--- src/rtl/egate_pkg.sv ---
package egate_pkg;
  localparam logic [7:0] TRIG_PAGE = 8'h55;
  localparam logic [7:0] TRIG_MASS = 8'hAA;

  typedef enum logic [1:0] {
    ERQ_NONE = 2'd0,
    ERQ_PAGE = 2'd1,
    ERQ_MASS = 2'd2
  } erase_req_e;

  // Map a trigger write onto a request kind; only exact bytes count.
  function automatic erase_req_e classify_trigger(input logic we, input logic [7:0] value);
    erase_req_e kind;
    kind = ERQ_NONE;
    if (we) begin
      if (value == TRIG_PAGE)      kind = ERQ_PAGE;
      else if (value == TRIG_MASS) kind = ERQ_MASS;
    end
    return kind;
  endfunction
endpackage

--- src/rtl/egate_decode.sv ---
module egate_decode
  import egate_pkg::*;
(
  input  logic       trig_we,
  input  logic [7:0] trig_data,
  output erase_req_e req,
  output logic       want_page,
  output logic       want_mass
);
  always_comb begin
    req       = classify_trigger(trig_we, trig_data);
    want_page = (req == ERQ_PAGE);
    want_mass = (req == ERQ_MASS);
  end
endmodule

--- src/rtl/egate_arming.sv ---
module egate_arming #(
  parameter int PAGE_W   = 6,
  parameter int KEY_W    = 4,
  parameter int KEY_OPEN = 2
) (
  input  logic              clk,
  input  logic              rst_n,
  input  logic              page_we,
  input  logic [PAGE_W-1:0] page_data,
  input  logic              mass_we,
  input  logic              mass_data,
  input  logic              key_we,
  input  logic [KEY_W-1:0]  key_data,
  input  logic              consume,
  output logic              page_armed,
  output logic              mass_armed,
  output logic [PAGE_W-1:0] page_addr,
  output logic [KEY_W-1:0]  key_code,
  output logic              unlocked
);
  localparam logic [KEY_W-1:0] KEY_MATCH = KEY_W'(KEY_OPEN);

  // Page register and its one-shot arming; consumption beats a same-cycle write.
  always_ff @(posedge clk or negedge rst_n) begin
    if (!rst_n) begin
      page_addr  <= '0;
      page_armed <= 1'b0;
    end else begin
      if (page_we) page_addr <= page_data;
      if (consume)      page_armed <= 1'b0;
      else if (page_we) page_armed <= 1'b1;
    end
  end

  always_ff @(posedge clk or negedge rst_n) begin
    if (!rst_n)       mass_armed <= 1'b0;
    else if (consume) mass_armed <= 1'b0;
    else if (mass_we) mass_armed <= mass_data;
  end

  always_ff @(posedge clk or negedge rst_n) begin
    if (!rst_n)      key_code <= '0;
    else if (key_we) key_code <= key_data;
  end

  assign unlocked = (key_code == KEY_MATCH);

  // an accepted erase leaves both arming flags cleared
  p_consume_clears_r7: assert property (@(posedge clk) disable iff (!rst_n)
    consume |=> (!page_armed && !mass_armed));
  // unlock code follows its writes
  p_key_follows_r6: assert property (@(posedge clk) disable iff (!rst_n)
    key_we |=> (key_code == $past(key_data)));
endmodule

--- src/rtl/egate_issue.sv ---
module egate_issue
  import egate_pkg::*;
#(
  parameter int PAGE_W = 6
) (
  input  logic              clk,
  input  logic              rst_n,
  input  erase_req_e        req,
  input  logic              page_armed,
  input  logic              mass_armed,
  input  logic [PAGE_W-1:0] page_addr,
  input  logic              unlocked,
  input  logic              dbg_en,
  input  logic              busy,
  input  logic              rej_rd,
  output logic              consume,
  output logic              page_go,
  output logic [PAGE_W-1:0] page_num,
  output logic              mass_go,
  output logic              reject_flag
);
  logic qual_page, qual_mass, qualified, accept, drop;

  always_comb begin
    qual_page = (req == ERQ_PAGE) && unlocked && page_armed;
    qual_mass = (req == ERQ_MASS) && unlocked && mass_armed && dbg_en;
    qualified = qual_page || qual_mass;
    accept    = qualified && !busy;
    drop      = qualified && busy;
  end

  assign consume = accept;

  always_ff @(posedge clk or negedge rst_n) begin
    if (!rst_n) begin
      page_go  <= 1'b0;
      mass_go  <= 1'b0;
      page_num <= '0;
    end else begin
      page_go <= accept && qual_page;
      mass_go <= accept && qual_mass;
      if (accept && qual_page) page_num <= page_addr;
    end
  end

  // A new rejection takes priority over a clearing read.
  always_ff @(posedge clk or negedge rst_n) begin
    if (!rst_n)      reject_flag <= 1'b0;
    else if (drop)   reject_flag <= 1'b1;
    else if (rej_rd) reject_flag <= 1'b0;
  end

  // single-cycle pulses, never both
  p_page_single_r10: assert property (@(posedge clk) disable iff (!rst_n)
    page_go |=> !page_go);
  p_mass_single_r10: assert property (@(posedge clk) disable iff (!rst_n)
    mass_go |=> !mass_go);
  p_go_exclusive_r10: assert property (@(posedge clk) disable iff (!rst_n)
    !(page_go && mass_go));
  // a page pulse follows a cycle that was unlocked, armed and idle
  p_page_gate_r1: assert property (@(posedge clk) disable iff (!rst_n)
    page_go |-> $past(unlocked && page_armed && !busy));
  // a mass pulse needs the debug port and the enable
  p_mass_gate_r5: assert property (@(posedge clk) disable iff (!rst_n)
    mass_go |-> $past(dbg_en && mass_armed && unlocked));
  // the flag holds until read
  p_reject_sticky_r8: assert property (@(posedge clk) disable iff (!rst_n)
    (reject_flag && !rej_rd) |=> reject_flag);
  p_reject_busy_r8: assert property (@(posedge clk) disable iff (!rst_n)
    $rose(reject_flag) |-> $past(busy));
endmodule

--- src/rtl/flash_erase_gate.sv ---
module flash_erase_gate
  import egate_pkg::*;
#(
  parameter int PAGE_W   = 6,
  parameter int KEY_W    = 4,
  parameter int KEY_OPEN = 2
) (
  input  logic              clk,
  input  logic              rst_n,
  input  logic              trig_we,
  input  logic [7:0]        trig_data,
  input  logic              page_we,
  input  logic [PAGE_W-1:0] page_data,
  input  logic              mass_we,
  input  logic              mass_data,
  input  logic              key_we,
  input  logic [KEY_W-1:0]  key_data,
  input  logic              dbg_port_en,
  input  logic              flash_busy,
  input  logic              reject_rd,
  output logic              page_erase_go,
  output logic [PAGE_W-1:0] page_num,
  output logic              mass_erase_go,
  output logic              page_armed,
  output logic              mass_armed,
  output logic              unlocked,
  output logic [KEY_W-1:0]  unlock_code,
  output logic              reject_flag
);
  erase_req_e        req;
  logic              want_page, want_mass;
  logic              consume;
  logic [PAGE_W-1:0] page_addr;

  egate_decode u_decode (
    .trig_we   (trig_we),
    .trig_data (trig_data),
    .req       (req),
    .want_page (want_page),
    .want_mass (want_mass)
  );

  egate_arming #(.PAGE_W(PAGE_W), .KEY_W(KEY_W), .KEY_OPEN(KEY_OPEN)) u_arming (
    .clk        (clk),
    .rst_n      (rst_n),
    .page_we    (page_we),
    .page_data  (page_data),
    .mass_we    (mass_we),
    .mass_data  (mass_data),
    .key_we     (key_we),
    .key_data   (key_data),
    .consume    (consume),
    .page_armed (page_armed),
    .mass_armed (mass_armed),
    .page_addr  (page_addr),
    .key_code   (unlock_code),
    .unlocked   (unlocked)
  );

  egate_issue #(.PAGE_W(PAGE_W)) u_issue (
    .clk         (clk),
    .rst_n       (rst_n),
    .req         (req),
    .page_armed  (page_armed),
    .mass_armed  (mass_armed),
    .page_addr   (page_addr),
    .unlocked    (unlocked),
    .dbg_en      (dbg_port_en),
    .busy        (flash_busy),
    .rej_rd      (reject_rd),
    .consume     (consume),
    .page_go     (page_erase_go),
    .page_num    (page_num),
    .mass_go     (mass_erase_go),
    .reject_flag (reject_flag)
  );

  // a byte other than the two magic values never yields a request
  p_other_byte_r3: assert property (@(posedge clk) disable iff (!rst_n)
    (trig_we && trig_data != 8'h55 && trig_data != 8'hAA) |-> (!want_page && !want_mass));
  // an ignored byte leaves the arming flags alone
  p_other_keeps_r3: assert property (@(posedge clk) disable iff (!rst_n)
    (trig_we && trig_data != 8'h55 && trig_data != 8'hAA && !page_we && !mass_we)
      |=> ($stable(page_armed) && $stable(mass_armed)));
endmodule

--- config.mk ---
export PLATFORM = sky130hd
export DESIGN_NAME = flash_erase_gate
export DESIGN_NICKNAME = d
export VERILOG_FILES = /design/src/rtl/egate_pkg.sv /design/src/rtl/egate_decode.sv /design/src/rtl/egate_arming.sv /design/src/rtl/egate_issue.sv /design/src/rtl/flash_erase_gate.sv
export SDC_FILE = /design/constraint.sdc
export NUM_CORES = 1
export LEC_CHECK = 0
export BUFFER_PORTS_ARGS = -buffer_cell sky130_fd_sc_hd__buf_2
export CORE_MARGIN = 5
export CORE_UTILIZATION = 40
export DETAILED_ROUTE_END_ITERATION = 12
export GPL_ROUTABILITY_DRIVEN = 0
export PLACE_DENSITY = 0.69
export SYNTH_ARGS = -nofsm -noshare
export SYNTH_HDL_FRONTEND = slang
export SYNTH_SLANG_ARGS = --single-unit
--- constraint.sdc ---
create_clock -name clk -period 2.77 [get_ports clk]
set_input_delay 0.554 -clock clk [delete_from_list [all_inputs] [get_ports clk]]
set_output_delay 0.554 -clock clk [all_outputs]
set_load 0.02 [all_outputs]
; ---- Yosys cells after proc, flatten, opt, wreduce, memory -nomap -nowiden
; Cells that the tools add are included.
[word_totals]
ff_bits = 21
input_bits = 28
word_cells = 36
out_inout_bits = 16
[op_classes]
eq_ne = 5
reduce_logical = 14
mux = 9
[ops]
columns = operator, n
row1 = logical AND 1 bit, 9
row2 = equality test 8 x 7 -> 1 bit (second input constant), 1
row3 = equality test 8 bit (second input constant), 1
row4 = 2-to-1 mux 1 bit, 6
row5 = 2-to-1 mux 2 bit, 3
row6 = nonzero test 2 bit, 3
row7 = equality test 4 x 2 -> 1 bit (second input constant), 1
row8 = equality test 2 x 1 -> 1 bit (second input constant), 1
row9 = equality test 2 bit (second input constant), 1
row10 = zero test 1 bit, 1
row11 = logical OR 1 bit, 1

; ---- Logic depth before layout (Yosys ltp)
; Gate-level depths: netlist of the first run.
[depth]
depth_word = 11
depth_mapped = 5
ltp_nobuf = 4

; ---- By module
; A second synthesis of the first run with hierarchy kept.
[unflattened]
cells_unflattened = 61
area_unflattened_um2 = 952.2
[modules_own_cells]
columns = mod, area_each_um2, cells_per_inst, seq_area_each_um2, n_inst
row1 = egate_arming, 476.7, 28, 300.3, 1
row2 = egate_issue, 404.1, 24, 225.2, 1
row3 = egate_decode, 71.3, 9, 0.0, 1

; ---- Worst setup path before layout of the first run
; No wires, ideal clock.
[synth_path]
kind = reg2reg
startpoint = reg u_arming.key_code[3]
endpoint = reg u_issue.page_num[0]
setup_time_ns = 0.125
required_time_ns = 2.645
slack_ns = 0.626
period_less_slack_ns = 2.144
path_stages_with_launch = 6
n_path_buf = 1
arrival_ns = 2.019
path_cell_list = dfrtp_1 or3b_4 or4b_4 or2_1 buf_6 mux2_4
[synth_via]
elab_chain_cells = 7
word_cells_on_any_way = 9
cone_classes = eq/ne: 1 / reduce/logical: 8
[synth_lines]
columns = item, line_no
row1 = start: declaration, egate_arming.sv:18  ; output logic [KEY_W-1:0] key_code,
row2 = start signal: assignment, egate_arming.sv:43  ; else if (key_we) key_code <= key_data;
row3 = equality test 4 x 2 -> 1 bit *, egate_arming.sv:46  ; assign unlocked = (key_code == KEY_MATCH);
row4 = logical AND 1 bit (3 in a row), egate_issue.sv:26  ; qual_mass = (req == ERQ_MASS) && unlocked && mass_armed && dbg_en;
row5 = logical OR 1 bit, egate_issue.sv:27  ; qualified = qual_page || qual_mass;
row6 = logical AND 1 bit, egate_issue.sv:28  ; accept = qualified && !busy;
row7 = logical AND 1 bit *, egate_issue.sv:42  ; if (accept && qual_page) page_num <= page_addr;
row8 = end signal: assignment, egate_issue.sv:42
row9 = end: declaration, egate_issue.sv:18  ; output logic [PAGE_W-1:0] page_num,
; Every way passes the cells marked *; elsewhere a longest branch is shown, timed or not.
; A chain may end at the register's enable or synchronous reset.

; ---- Worst setup path in the final report of the first run
; Same ends and word-level chain as after synthesis.

==> impl_metrics.tcl, run 1 <==
set metrics [dict create \
    outcome "finished, final reports clean" \
    maxCapViolCount 0 \
    die_w_um 57.2 \
    design_area_mm2 0.00115 \
    cellPowerDensity_mw_per_mm2 473 \
    setup_viol 0 \
    final_cell_mix "buf_2, dfrtp_1, mux2_2" \
    drt-vias-per-instance 4.68 \
    top_layer "met4" \
    vias 622 \
    synth_area_um2 891 \
    crit_path_end_kind "flop" \
    grt_max_degree 22 \
    insertion_delay_ns 0.29 \
    clock_sinks 21 \
    syn_to_final_growth_pct 29.5 \
    ant_nets 0 \
    detail_route.wl_per_cell_um 13.0 \
    placed_cells_incl_taps 129 \
    rows 17 \
    layout_setup_ws_ns 0.620 \
    dp_hpwl_um 1390 \
    cts_root_buffer "clkbuf_4" \
    power_frac_seq 0.609 \
    drtPass1Iterations 2 \
    pin_count 44 \
    overflow 0 \
    cts_tree "built" \
    cts_hold_buf 0 \
    p_comb_frac 0.134 \
    grt_pass1_vias 667 \
    path_clk_slew_ns 0.11 \
    p_int_w 0.000415 \
    wl_met3_um 125 \
    rsz0062_at_grt "no" \
    post-cts-setup-buffer-count 0 \
    synth_warnings 0 \
    cp-start-kind "flop" \
    grt_pass1_wl_um 2920 \
    ctsLongestPathBuffers 2 \
    clkPwrFrac 0.257 \
    tightest_slew_ns 0.451 \
    die_area_mm2 0.00327 \
    timing.hold.ws_ns 0.191 \
    setup_tns_ns 0 \
    drive_gt1_frac 0.619 \
    netlist_instances 60 \
    num_antenna_cells 0 \
    final_net_count 134 \
    layoutNonFillerInstCount 133 \
    yosys.cell_types.count 19 \
    synth-seq-cells 21 \
    layout_commonest_cell "buf_2" \
    swShare 0.240 \
    period_share 0.776 \
    met2_length_um 872 \
    die-height_um 57.2 \
    yosysSeqAreaShare 0.590 \
    peakVddDrop_v 0.000252 \
    cp.required_ns 2.96 \
    synth_nets 88 \
    final.setup_skew_ns 0.00177 \
    switching_power_w 0.000131 \
    drc 0 \
    start_util 0.411 \
    maxSlewHeadroom 0.699 \
    antenna_found_initial 0 \
    wl_met1_um 703 \
    drt_iter0_drc 4 \
    wl_um 1730 \
    cts_made_buffers 3 \
    portBuffers 43 \
    place_area_mm2 0.00113 \
    worstPathArrival_ns 2.34 \
    leakage_nw 0.626 \
    design.core.area_mm2 0.00217 \
    cts_resized 0 \
    hold_class "input pin to async pin" \
    cp_max_fo 7 \
    final-hold-violation-count 0 \
    grt_usage 0.113 \
    htree_levels 1 \
    crit_type "flop to flop" \
    fin_crit_ns 2.15 \
    clock.fmax_ghz 0.465 \
    slew_viol_final 0 \
    preCtsSetupSlack_ns 0.625 \
    syn_avg_cell_area_um2 14.8 \
]
-- state kept, by name, summed over array words and instances, names as in the netlist --
register / count
u_arming.mass_armed: 1
u_arming.page_addr: 6
u_arming.page_armed: 1
u_issue.reject_flag: 1
u_issue.page_num: 6
u_issue.page_go: 1
u_issue.mass_go: 1
u_arming.key_code: 4
-- power groups by stage --
stage                     clock network (W)  registers [W]  logic (W)
after floorplan                           0       0.000347  0.0000272
after global placement                    0       0.000338  0.0000733
after detailed placement                  0       0.000339  0.0000748
after CTS                          0.000149       0.000333  0.0000749
after global routing               0.000161       0.000336  0.0000812
final                              0.000140       0.000333  0.0000732
-- final cells by class --
type / instances / area (um2)
tap: 28 / 35.0
clock buffer: 3 / 22.5
clock inverter: 1 / 5.00
sequential: 21 / 526
multi-input combinational: 35 / 343
timing repair buffer: 43 / 215
fill: 209 / 1020
inverter: 2 / 7.51
-- synthesized netlist by cell type --
cell type,instances,share of area
dfrtp_1,21,0.59
nand2_1,1,0.0042
mux2_4,6,0.10
a32o_1,1,0.011
nor2_1,5,0.021
and3b_1,1,0.0098
or2_1,1,0.0070
mux2i_1,1,0.011
clkbuf_1,1,0.0042
nand4_1,1,0.0070
or4b_4,1,0.015
nor3b_1,1,0.0084
buf_6,1,0.013
nor4bb_1,3,0.034
nand4b_1,1,0.0098
a21oi_1,1,0.0056
mux2_2,10,0.13
inv_1,2,0.0084
or3b_4,1,0.013
-- layer usage --
layer  global-route usage  vias to the layer above
li1                     -                      304
met1                0.138                      296
met2                0.183                       20
met3               0.0294                        2
met4               0.0596                        0
met5                    0                        -
-- worst max-delay path, stage by stage, from the launching register on --
cell     delay (ns)
dfrtp_1        0.40
or3b_4         0.41
or4b_4         0.50
or2_1          0.40
mux2_4         0.35
-- cells by family (layout without fill, tap and decap cells) --
logic type | Yosys count | in the layout | share of synthesized area
AO/OA/AOI/OAI | 2 | 2 | 0.0168
AND/OR/NAND/NOR | 16 | 16 | 0.129
buffers and inverters | 4 | 49 | 0.0253
multiplexers | 17 | 17 | 0.239
flip-flops | 21 | 21 | 0.590
-- metrics by stage --
step | power, W | utilization
2_1_floorplan | 0.000374 | -
3_3_place_gp | 0.000412 | 0.519
3_5_place_dp | 0.000414 | 0.519
4_1_cts | 0.000557 | 0.532
5_1_grt | 0.000578 | 0.532
6_report | 0.000546 | 0.532
-- path summary, 6_finish.rpt --
| path | start | end | slack (ns) | cells after the start |
|---|---|---|---|---|
| min in group clk | page_data[3] | u_arming.page_addr[3] | 0.48 | 2 |
| setup reg to reg | u_arming.key_code[3] | u_issue.page_num[0] | 0.62 | 4 |
| setup / recovery | u_arming.key_code[3] | u_issue.page_num[0] | 0.62 | 4 |
| hold / removal | rst_n | u_arming.key_code[1] | 0.19 | 1 |
| hold reg to reg | u_arming.page_addr[5] | u_issue.page_num[5] | 0.51 | 1 |
| max in group asynchronous | rst_n | u_arming.page_armed | 2.27 | 1 |
No activity file was read; power rests on OpenSTA's default activity.
==> inputs of run 2 (changes only) <==
--- a/config.mk
+++ b/config.mk
@@ -5,12 +5,13 @@
 export SDC_FILE = /design/constraint.sdc
 export NUM_CORES = 1
 export LEC_CHECK = 0
+export ABC_AREA = 1
 export BUFFER_PORTS_ARGS = -buffer_cell sky130_fd_sc_hd__buf_2
 export CORE_MARGIN = 5
 export CORE_UTILIZATION = 40
 export DETAILED_ROUTE_END_ITERATION = 12
 export GPL_ROUTABILITY_DRIVEN = 0
-export PLACE_DENSITY = 0.69
+export PLACE_DENSITY = 0.71
 export SYNTH_ARGS = -nofsm -noshare
 export SYNTH_HDL_FRONTEND = slang
 export SYNTH_SLANG_ARGS = --single-unit
==> constraint.sdc (replaced) <==
create_clock -name clk -period 1.9 [get_ports clk]
set_input_delay 0.38 -clock clk [delete_from_list [all_inputs] [get_ports clk]]
set_output_delay 0.38 -clock clk [all_outputs]
set_load 0.02 [all_outputs]
==> run 2 against run 1 <==
  * Power rose by 48%
  * Critical path depth unchanged
  * Register-to-register slack better by 0.05 ns
  * Die area rose by 5.7%
  * Sequential power is 44% higher
  * Via count is 27% higher
  * Utilization is 1.2 points higher
==> impl_metrics.tcl, run 2 <==
set metrics [dict create \
    die_area_mm2 0.00346 \
    grt_pass1_wl_um 3110 \
    insertion_delay_ns 0.30 \
    netlist_instances 102 \
    drt_iter0_drc 13 \
    detail_route.wl_per_cell_um 11.1 \
    drive_gt1_frac 0.442 \
    rsz0062_at_grt "no" \
    yosysSeqAreaShare 0.552 \
    cp.required_ns 1.52 \
    hold_class "input pin to async pin" \
    final-hold-violation-count 0 \
    yosys-top-cells-area "dfrtp_1, nand2_1, inv_1, o21ai_2, o21ai_0" \
    cts_tree "built" \
    vias 793 \
    num_antenna_cells 0 \
    final_core_util 0.543 \
    crit_path_end_kind "output port" \
    cp-start-kind "flop" \
    cellPowerDensity_mw_per_mm2 665 \
    overflow 0 \
    max_stage_delay_ns 0.40 \
    outcome "finished, final reports clean" \
    path_cells "nor2_1, nand2_2, inv_1, buf_2" \
    final_net_count 176 \
    crit_type "flop to output port" \
    synth_area_leader_cell "dfrtp_1" \
    start_util 0.426 \
    synth-edff-count 0 \
    die_w_um 58.8 \
    syn_to_final_growth_pct 27.5 \
    maxCapViolCount 0 \
    synth_warnings 0 \
    tightest_slew_ns 0.450 \
    maxSlewHeadroom 0.700 \
    busiest_layer "met2" \
    synthArstFlopShare 1.00 \
    reg.largest.list "u_arming.page_addr (6), u_issue.page_num (6), u_arming.key_code (4)" \
    slew_viol_final 0 \
    worst-path-buf-inv 2 \
    total_power_w 0.000807 \
    grt_pass1_vias 734 \
    synthFlopType "dfrtp_1" \
    synth_top_area_frac 0.552 \
    period_share 0.803 \
    drt-vias-per-instance 4.53 \
    design.core.area_mm2 0.00223 \
    synth_area_um2 952 \
    cp_max_fo 3 \
    yosys.cell_types.count 17 \
    cts_root_buffer "clkbuf_4" \
    layout_commonest_cell "buf_2" \
    grt_max_degree 22 \
    drtPass1Iterations 4 \
    setup_viol 0 \
    portBuffers 43 \
    leakage_nw 0.683 \
    post-cts-setup-buffer-count 0 \
    pin_count 44 \
    clock.fmax_ghz 0.656 \
    ant_nets 0 \
    dp_hpwl_um 1560 \
    drc 0 \
    grt_usage 0.119 \
    setup_tns_ns 0 \
    synth_common_cells "nand2_1, dfrtp_1, inv_1" \
    htree_levels 1 \
    rrSetupSlack_ns 0.67 \
    peakVddDrop_v 0.000408 \
    clock_sinks 21 \
    final_cell_mix "buf_2, nand2_1, dfrtp_1" \
    syn_avg_cell_area_um2 9.33 \
    use_met1 0.134 \
    cts_hold_buf 0 \
    rows 17 \
    antenna_found_initial 0 \
    timing.hold.ws_ns 0.00625 \
    wl_um 1940 \
    met2_usage 0.197 \
    cts_made_buffers 3 \
    fin_crit_ns 1.53 \
    final.setup_skew_ns 0.00164 \
    grt_util_met3 0.0351 \
    yosysMostFrequentCell "nand2_1" \
    cp_top_family "flip-flops" \
    ctsLongestPathBuffers 2 \
    worstPathArrival_ns 1.15 \
    cts_resized 0 \
    path_clk_slew_ns 0.11 \
    synth_nets 130 \
    slowest_stage "dfrtp_1" \
    die-height_um 58.8 \
    synth-seq-cells 21 \
]
[run 2: cell type report]
type                            instances  area (um2)
Multi-Input combinational cell         63         352
Tap cell                               28        35.0
Clock buffer                            4        26.3
Timing Repair Buffer                   43         215
Fill cell                             220        1020
Sequential cell                        21         526
Inverter                               16        60.1
[run 2: path summary, 6_finish.rpt]
path,startpoint,cells past startpoint,endpoint
max in group asynchronous,rst_n,1,u_issue.page_num[1]
worst max-delay path,u_arming.key_code[3],4,unlocked
worst max register to register,u_arming.key_code[3],6,u_issue.page_num[1]
worst min-delay path,rst_n,1,u_arming.page_addr[3]
worst min register to register,u_issue.reject_flag,2,u_issue.reject_flag
min in group clk,page_data[0],3,u_arming.page_addr[0]
[run 2: stage by stage]
stage               cells  area (um2)  setup slack (ns)
floorplan             102         952             0.663
global route          175        1210             0.298
CTS                   175        1210             0.343
detailed placement    171        1190             0.583
finish                175        1210             0.375
global placement      171        1190             0.616
[run 2: logic make-up (layout without fill, tap and decap cells)]
group	after synthesis	in the layout	share of synthesized area
AO/OA/AOI/OAI	15	15	0.102
buffers and inverters	18	63	0.0788
flip-flops	21	21	0.552
multiplexers	4	4	0.0460
AND/OR/NAND/NOR	44	44	0.221
[run 2: report_power, final]
part	switching, W	internal [W]	leakage, nW
sequential	0.00000942	0.000469	0.266
combinational	0.0000719	0.0000475	0.401
clock	0.000127	0.0000819	0.0150
[run 2: routing by layer]
| metal | vias up | routed length (um) |
|---|---|---|
| li1 | 405 | - |
| met1 | 347 | 774 |
| met2 | 36 | 864 |
| met3 | 5 | 251 |
| met4 | 0 | 48 |
| met5 | - | 0 |
